==> src/rtl/psr_pkg.sv <==
// Package: shared constants and mode encodings for the status register unit.
// Assumes a 32-bit status word with the mode in bits [4:0].
package psr_pkg;

    localparam int PSR_W   = 32;
    localparam int MODE_W  = 5;
    localparam int LANE_W  = 8;
    localparam int LANES   = PSR_W / LANE_W;
    localparam int IMM_VW  = 8;
    localparam int IMM_RW  = 4;
    localparam int IMM_W   = IMM_VW + IMM_RW;

    // Processor mode encodings held in the low bits of the current register.
    typedef enum logic [MODE_W-1:0] {
        MODE_USR = 5'b10000,
        MODE_FIQ = 5'b10001,
        MODE_IRQ = 5'b10010,
        MODE_SVC = 5'b10011,
        MODE_ABT = 5'b10111,
        MODE_UND = 5'b11011,
        MODE_SYS = 5'b11111
    } psr_mode_e;

    // Condition and saturation flag group, bits [31:27].
    localparam logic [PSR_W-1:0] GRP_COND_MASK = 32'hF800_0000;
    // Greater-or-equal flag group, bits [19:16].
    localparam logic [PSR_W-1:0] GRP_GE_MASK   = 32'h000F_0000;
    // Bits that unprivileged code may change in the current register.
    localparam logic [PSR_W-1:0] USER_WR_MASK  = GRP_COND_MASK | GRP_GE_MASK;
    // Reset: supervisor mode, IRQ and FIQ masked, flags clear.
    localparam logic [PSR_W-1:0] PSR_RESET     = 32'h0000_00D3;

endpackage

==> src/rtl/psr_imm_expand.sv <==
// Immediate expander: turns a rotate/value pair into a full-width operand.
// Assumes the rotate field counts pairs of bit positions (rotate right by 2*rot).
module psr_imm_expand #(
    parameter int DATA_W = 32,
    parameter int VAL_W  = 8,
    parameter int ROT_W  = 4,
    localparam int ENC_W = VAL_W + ROT_W,
    localparam int AMT_W = ROT_W + 1
) (
    input  logic [ENC_W-1:0]  enc,
    output logic [DATA_W-1:0] value
);

    logic [DATA_W-1:0]   zext;
    logic [AMT_W-1:0]    amount;
    logic [2*DATA_W-1:0] doubled;

    // Split the encoding into the zero-extended value and the shift amount.
    always_comb begin
        zext   = {{(DATA_W-VAL_W){1'b0}}, enc[VAL_W-1:0]};
        amount = {enc[ENC_W-1:VAL_W], 1'b0};
    end

    // Rotate right by shifting a doubled copy and keeping the low half.
    always_comb begin
        doubled = {zext, zext} >> amount;
        value   = doubled[DATA_W-1:0];
    end

    // A rotation never changes the number of set bits.
    always_comb begin
        AST_IMM_POPCOUNT: assert ($countones(value) == $countones(enc[VAL_W-1:0]));
    end

endmodule

==> src/rtl/psr_mode_decode.sv <==
// Mode decoder: classifies the mode field of the current register.
// Assumes user and system modes are the only ones without a saved register.
module psr_mode_decode
    import psr_pkg::*;
(
    input  logic [MODE_W-1:0] mode,
    output logic              is_user,
    output logic              no_saved
);

    // Compare the mode field against the two special encodings.
    always_comb begin
        is_user  = (mode == MODE_USR);
        no_saved = (mode == MODE_USR) || (mode == MODE_SYS);
    end

endmodule

==> src/rtl/psr_mask_gen.sv <==
// Mask generator: builds the per-bit write enable from the lane or group selects,
// then clips it to the user-writable bits when the write is unprivileged.
// Assumes a 32-bit word; group positions come from the package.
module psr_mask_gen
    import psr_pkg::*;
#(
    parameter int DATA_W  = PSR_W,
    parameter int LANE_BW = LANE_W,
    localparam int NLANES = DATA_W / LANE_BW
) (
    input  logic              flag_form,
    input  logic [NLANES-1:0] lane_sel,
    input  logic [1:0]        grp_sel,
    input  logic              restrict_user,
    output logic [DATA_W-1:0] mask
);

    logic [DATA_W-1:0] lane_mask;
    logic [DATA_W-1:0] grp_mask;
    logic [DATA_W-1:0] raw_mask;

    // One replicated enable per byte lane.
    for (genvar g = 0; g < NLANES; g++) begin : g_lane
        always_comb lane_mask[g*LANE_BW +: LANE_BW] = {LANE_BW{lane_sel[g]}};
    end

    // Combine the two flag groups that the flag form may select.
    always_comb begin
        grp_mask = '0;
        if (grp_sel[1]) grp_mask = grp_mask | GRP_COND_MASK[DATA_W-1:0];
        if (grp_sel[0]) grp_mask = grp_mask | GRP_GE_MASK[DATA_W-1:0];
    end

    // Choose the form, then clip to the user-writable bits.
    always_comb begin
        raw_mask = flag_form ? grp_mask : lane_mask;
        mask     = restrict_user ? (raw_mask & USER_WR_MASK[DATA_W-1:0]) : raw_mask;
    end

endmodule

==> src/rtl/psr_bank.sv <==
// Register bank: holds the current and saved status words and the two
// one-cycle indications. Assumes the mask is already clipped for privilege.
module psr_bank
    import psr_pkg::*;
#(
    parameter int DATA_W = PSR_W
) (
    input  logic              clk,
    input  logic              rst_n,
    input  logic              wr_en,
    input  logic              wr_saved,
    input  logic              no_saved,
    input  logic [DATA_W-1:0] wr_mask,
    input  logic [DATA_W-1:0] wr_data,
    output logic [DATA_W-1:0] cur_q,
    output logic [DATA_W-1:0] sav_q,
    output logic              flag_pulse_q,
    output logic              illegal_q
);

    logic              cur_we;
    logic              sav_we;
    logic              refused;
    logic              cond_hit;
    logic [DATA_W-1:0] cur_next;
    logic [DATA_W-1:0] sav_next;

    // Decide which register the write lands in and what is refused.
    always_comb begin
        cur_we   = wr_en && !wr_saved;
        refused  = wr_en && wr_saved && no_saved;
        sav_we   = wr_en && wr_saved && !no_saved;
        cond_hit = |(wr_mask & GRP_COND_MASK[DATA_W-1:0]);
    end

    // Merge new data into the selected bits, keep the rest.
    always_comb begin
        cur_next = (cur_q & ~wr_mask) | (wr_data & wr_mask);
        sav_next = (sav_q & ~wr_mask) | (wr_data & wr_mask);
    end

    // Current register and flag-update pulse.
    always_ff @(posedge clk) begin
        if (!rst_n) begin
            cur_q        <= PSR_RESET[DATA_W-1:0];
            flag_pulse_q <= 1'b0;
        end else begin
            flag_pulse_q <= cur_we && cond_hit;
            if (cur_we) cur_q <= cur_next;
        end
    end

    // Saved register and refused-access pulse.
    always_ff @(posedge clk) begin
        if (!rst_n) begin
            sav_q     <= '0;
            illegal_q <= 1'b0;
        end else begin
            illegal_q <= refused;
            if (sav_we) sav_q <= sav_next;
        end
    end

    AST_IDLE_HOLD: assert property (@(posedge clk) disable iff (!rst_n)
        !wr_en |=> ($stable(cur_q) && $stable(sav_q)));
    AST_SAVED_REFUSE: assert property (@(posedge clk) disable iff (!rst_n)
        (wr_en && wr_saved && no_saved) |=> ($stable(sav_q) && illegal_q));
    AST_SAVED_CUR_KEEP: assert property (@(posedge clk) disable iff (!rst_n)
        (wr_en && wr_saved) |=> $stable(cur_q));
    AST_USER_LOCK: assert property (@(posedge clk) disable iff (!rst_n)
        (cur_q[MODE_W-1:0] == MODE_USR) |=>
        ((cur_q & ~USER_WR_MASK[DATA_W-1:0]) == ($past(cur_q) & ~USER_WR_MASK[DATA_W-1:0])));
    AST_ILLEGAL_CAUSE: assert property (@(posedge clk) disable iff (!rst_n)
        illegal_q |-> $past(wr_en && wr_saved));
    AST_FLAG_CAUSE: assert property (@(posedge clk) disable iff (!rst_n)
        flag_pulse_q |-> $past(wr_en && !wr_saved));

endmodule

==> src/rtl/psr_write_unit.sv <==
// Top: status register masked-write unit. Selects the operand, derives the
// privilege class from the current mode field, builds the write mask and
// updates the bank. Assumes one write per cycle at most.
module psr_write_unit
    import psr_pkg::*;
(
    input  logic              clk,
    input  logic              rst_n,
    input  logic              wr_en,
    input  logic              wr_saved,
    input  logic              flag_form,
    input  logic [LANES-1:0]  field_sel,
    input  logic [1:0]        grp_sel,
    input  logic              use_imm,
    input  logic [IMM_W-1:0]  imm12,
    input  logic [PSR_W-1:0]  src_data,
    output logic [PSR_W-1:0]  cur_psr,
    output logic [PSR_W-1:0]  saved_psr,
    output logic              flags_wr,
    output logic              illegal_acc
);

    logic [PSR_W-1:0] imm_value;
    logic [PSR_W-1:0] operand;
    logic [PSR_W-1:0] eff_mask;
    logic             is_user;
    logic             no_saved;
    logic             restrict_user;

    psr_imm_expand #(
        .DATA_W (PSR_W),
        .VAL_W  (IMM_VW),
        .ROT_W  (IMM_RW)
    ) i_imm (
        .enc   (imm12),
        .value (imm_value)
    );

    psr_mode_decode i_mode (
        .mode     (cur_psr[MODE_W-1:0]),
        .is_user  (is_user),
        .no_saved (no_saved)
    );

    // Pick the operand and decide whether user clipping applies.
    always_comb begin
        operand       = use_imm ? imm_value : src_data;
        restrict_user = is_user && !wr_saved;
    end

    psr_mask_gen #(
        .DATA_W  (PSR_W),
        .LANE_BW (LANE_W)
    ) i_mask (
        .flag_form     (flag_form),
        .lane_sel      (field_sel),
        .grp_sel       (grp_sel),
        .restrict_user (restrict_user),
        .mask          (eff_mask)
    );

    psr_bank #(
        .DATA_W (PSR_W)
    ) i_bank (
        .clk          (clk),
        .rst_n        (rst_n),
        .wr_en        (wr_en),
        .wr_saved     (wr_saved),
        .no_saved     (no_saved),
        .wr_mask      (eff_mask),
        .wr_data      (operand),
        .cur_q        (cur_psr),
        .sav_q        (saved_psr),
        .flag_pulse_q (flags_wr),
        .illegal_q    (illegal_acc)
    );

endmodule

==> config.mk <==
export PLATFORM = sky130hd
export DESIGN_NAME = psr_write_unit
export DESIGN_NICKNAME = d
export VERILOG_FILES = /design/src/rtl/psr_pkg.sv /design/src/rtl/psr_imm_expand.sv /design/src/rtl/psr_mode_decode.sv /design/src/rtl/psr_mask_gen.sv /design/src/rtl/psr_bank.sv /design/src/rtl/psr_write_unit.sv
export SDC_FILE = /design/constraint.sdc
export NUM_CORES = 1
export LEC_CHECK = 0
export BUFFER_PORTS_ARGS = -buffer_cell sky130_fd_sc_hd__buf_2
export CORE_UTILIZATION = 58
export CTS_CLUSTER_SIZE = 30
export DETAILED_ROUTE_END_ITERATION = 10
export GPL_TIMING_DRIVEN = 1
export PLACE_DENSITY = 0.86
export SLEW_MARGIN = 20
export SYNTH_ARGS = -nofsm -noshare
export SYNTH_HDL_FRONTEND = slang
export SYNTH_HIERARCHICAL = 1
export SYNTH_SLANG_ARGS = --single-unit
==> constraint.sdc <==
create_clock -name clk -period 3.95 [get_ports clk]
set_input_delay 1.185 -clock clk [delete_from_list [all_inputs] [get_ports clk]]
set_output_delay 1.185 -clock clk [all_outputs]
set_load 0.005 [all_outputs]
# ---- Word-level counts from Yosys, hierarchy flattened
# Index checks and enable logic that the tools add are counted.
dict set report classes {
  eq_ne 2
  shifts 1
  mux 5
  bitwise_logic 6
  reduce_logical 10
}
# op n
set op_table {}
lappend op_table {{bitwise AND 32 bit} 3}
lappend op_table {{two-way mux 32 bit} 3}
lappend op_table {{bitwise OR 32 bit} 2}
lappend op_table {{>> shifter 40 x 5 -> 32 bit} 1}
lappend op_table {{inverter 32 bit} 1}
lappend op_table {{two-way mux 27 bit} 1}
lappend op_table {{two-way mux 20 bit} 1}
lappend op_table {{equality test 5 bit, second input constant} 2}
lappend op_table {{logical AND 1 bit} 6}
lappend op_table {{OR reduction 5 bit} 1}
lappend op_table {{zero test 1 bit} 2}
lappend op_table {{logical OR 1 bit} 1}
dict set report word_totals {
  reg_bits 66
  inputBits 56
  out_inout_bits 66
  elab_cells 28
}

# ---- Longest topological paths before layout
dict set report depth {
  word_depth 7
  mapped_depth 9
  ltp_nobuf 6
}

# ---- Cells and area by module
# Netlist, hierarchy kept.
# module n_inst cells_each area_each_um2 seq_area_each_um2
set by_module_without_submodules {}
lappend by_module_without_submodules {psr_bank 1 330 3221.8 1321.3}
lappend by_module_without_submodules {psr_imm_expand 1 98 716.9 0.0}
lappend by_module_without_submodules {psr_write_unit 1 37 550.5 0.0}
lappend by_module_without_submodules {psr_mask_gen 1 32 247.7 0.0}
lappend by_module_without_submodules {psr_mode_decode 1 4 36.3 0.0}

# ---- Least setup slack after synthesis
# No wires, ideal clock.
dict set report synth_timing {
  kind {input to register}
  from {input port wr_saved}
  to {register (tool-made name)}
  setup_ps 124
  arrival_ps 2333
  required_ps 3826
  slack_ps 1493
  stages 5
  path_buffers 1
  cell_sequence {nor2b_1 nor3b_1 buf_4 and3b_1 o211ai_2}
}
# item line
set synth_rtl {}
lappend synth_rtl {{start, declared} psr_write_unit.sv:10} ;# input logic wr_saved,

==> results.py <==
metrics = {
    "outcome": {
        "status": "complete, no violations",
    },
    "sta": {
        "fin_ws_ns": 1.34,
        "fin_crit_sh": 0.661,
        "tightest_slew_ns": 1.01,
        "fmax_mhz": 383,
        "rsz0062_at_grt": "false",
        "setup_tns_ns": 0,
        "drv_slew": 0,
        "setup_viol": 0,
        "hold_viol": 0,
        "finalClockSkew_ns": 0.0108,
        "post-route-min-period_ns": 2.61,
        "relSlewSlack": 0.327,
    },
    "critical_path": {
        "crit_chain": "buf_2 -> mux2_2 -> a21oi_1 -> o21ai_0 -> mux2_4 -> nand2_1 -> mux2i_1",
        "worstSetupStartpoint": "imm12[9]",
        "crit_slowest_cell": "mux2_2",
        "path_buf_inv": 1,
        "crit_family": "multiplexers",
        "crit_fanout": 24,
        "critPathRequiredTime_ns": 4.19,
        "endpoint_kind": "flop",
        "cpPeakStageDelay_ns": 0.44,
        "arrival_ns": 2.85,
        "start_kind": "primary input",
        "path_class": "primary input to flop",
    },
    "power": {
        "leakagePower_nw": 2.58,
        "peakVddDrop_v": 0.000233,
        "p_per_area_nw_per_um2": 319,
    },
    "global_routing": {
        "grt_use_total": 0.277,
        "grt_pass1_wl_um": 18800,
        "grt_overflow_total": 0,
        "antenna_found_initial": 1,
        "grt_max_degree": 99,
        "grt_pass1_vias": 3756,
    },
    "floorplanning": {
        "die_area_um2": 8600,
        "fp-row-count": 32,
        "die_x_um": 92.7,
        "start_util": 0.608,
        "die_y_um": 92.7,
        "core_area_um2": 7850,
        "io-pin-count": 122,
    },
    "clock_network": {
        "root_buffer": "clkbuf_8",
        "worstSkewPairLatency_ns": 0.35,
        "cts_buffer_depth": 2,
        "cts_made_buffers": 9,
        "cts_tree": "done",
        "post_cts_buffers": 0,
        "cts-resized-gates": 0,
        "cts-htree-levels": 3,
        "clk_pin_slew_ns": 0.08,
        "cts_sinks": 66,
        "ctsHoldBuffers": 0,
    },
    "layout": {
        "drive_gt1_frac": 0.343,
        "final_cell_mix": "buf_2 (121), nand2_1 (100), dfxtp_1 (66)",
        "syn_to_final_growth_pct": 8.52,
        "layout_commonest_cell": "buf_2",
        "final_cells": 676,
        "final_nets": 625,
        "n_antenna_cell": 0,
    },
    "place": {
        "dp_hpwl_um": 8220,
        "dp_cells": 660,
        "post-place-ws_ns": 1.00,
        "io_buffers": 121,
        "gp_congestion": 0.920,
    },
    "logic_synthesis": {
        "ys_types": 48,
        "yosys.area.top_type": "dfxtp_1",
        "synth_edf_count": 0,
        "ys_warn_count": 6,
        "seq_area_frac_synth": 0.277,
        "synthFlopType": "dfxtp_1",
        "synth_nets": 557,
        "synth-async-reset-ratio": 0,
        "ys_seq_elements": 66,
        "netlist_top_cells_area": "dfxtp_1 (28%), mux2i_1 (14%), mux2_4 (9.4%)",
        "postSynthCellCount": 501,
        "syn_avg_cell_area_um2": 9.53,
        "synth_top_area_share": 0.277,
        "synth_area_um2": 4770,
    },
    "worst_hold_path": {
        "hp-class": "flop to flop",
    },
    "drt": {
        "drt_pass1_iterations": 4,
        "wire_per_inst_um": 17.2,
        "drc_errors": 0,
        "postRouteAntennaNets": 0,
        "routed_wirelength_um": 11700,
        "num_vias": 3923,
        "viasPerCell": 5.80,
        "drt_iter0_markers": 229,
    },
    "job": {
        "cap_viol_max_count": 0,
    },
}
-- worst register-to-register path, delay by kind of cell, from the launching register on --
family           cells  cell delay (ns)
muxes                1             0.16
and+or+nand+nor      5             1.49
DFF                  1             0.39
-- area by class of cell --
class	instances	area, µm²
well taps	102	128
fillers	669	2670
clock buffers	12	155
clock inverters	4	73.8
multi-input cells	359	2820
inverters	6	22.5
flip-flops and latches	66	1320
repair buffers	127	663
-- synth_stat cells (3+ instances only) --
library cell and number:
nand3_1 3, dfxtp_1 66, nand3b_1 27, buf_2 10
buf_12 5, o211ai_1 3, buf_6 15, nor2b_1 8
nand4b_1 39, a21oi_1 3, nor3b_1 4, nor2_1 14
buf_8 3, clkbuf_1 4, o22ai_1 5, nand2_1 100
nand2b_1 4, inv_1 6, mux2_2 8, and3b_1 6
nor4bb_1 3, mux2_4 30, nor3_1 5, buf_4 32
mux2i_1 65
-- report_power, final --
part / switching, mW / internal [mW] / total [mW]
registers: 0.00869 / 0.679 / 0.688
logic: 0.164 / 0.137 / 0.301
clock network: 0.270 / 0.391 / 0.661
total: 0.443 / 1.21 / 1.65
-- worst paths after layout --
check	end	slack [ns]	cells past startpoint
setup / recovery	flop	1.34	7
hold / removal	flop	0.46	2
setup reg to reg	flop	1.81	6
hold reg to reg	flop	0.46	2
-- per-layer routing --
layer,up-vias,share of wire,global-route usage
li1,1886,-,-
met1,1878,0.44,0.371
met2,132,0.48,0.440
met3,25,0.059,0.0534
met4,2,0.024,0.106
met5,-,0.00094,0
-- stage by stage --
step                area, µm²   util  total power [mW]  hold WS, ns
CTS                      5170  0.659              1.65        0.460
global placement         4940  0.630             0.994        0.444
finish                   5180  0.660              1.65        0.456
detailed placement       4940  0.630              1.00        0.450
global route             5180  0.660              1.71        0.478
floorplan                4770      -             0.961        0.454
-- cells by family after synthesis --
kind of cell / count (synthesis) / synth area share
compound gates: 29 / 0.0490
mux: 105 / 0.259
flops: 66 / 0.277
simple gates: 225 / 0.280
buf+inv: 76 / 0.136
(Power assumes the default switching activity.)
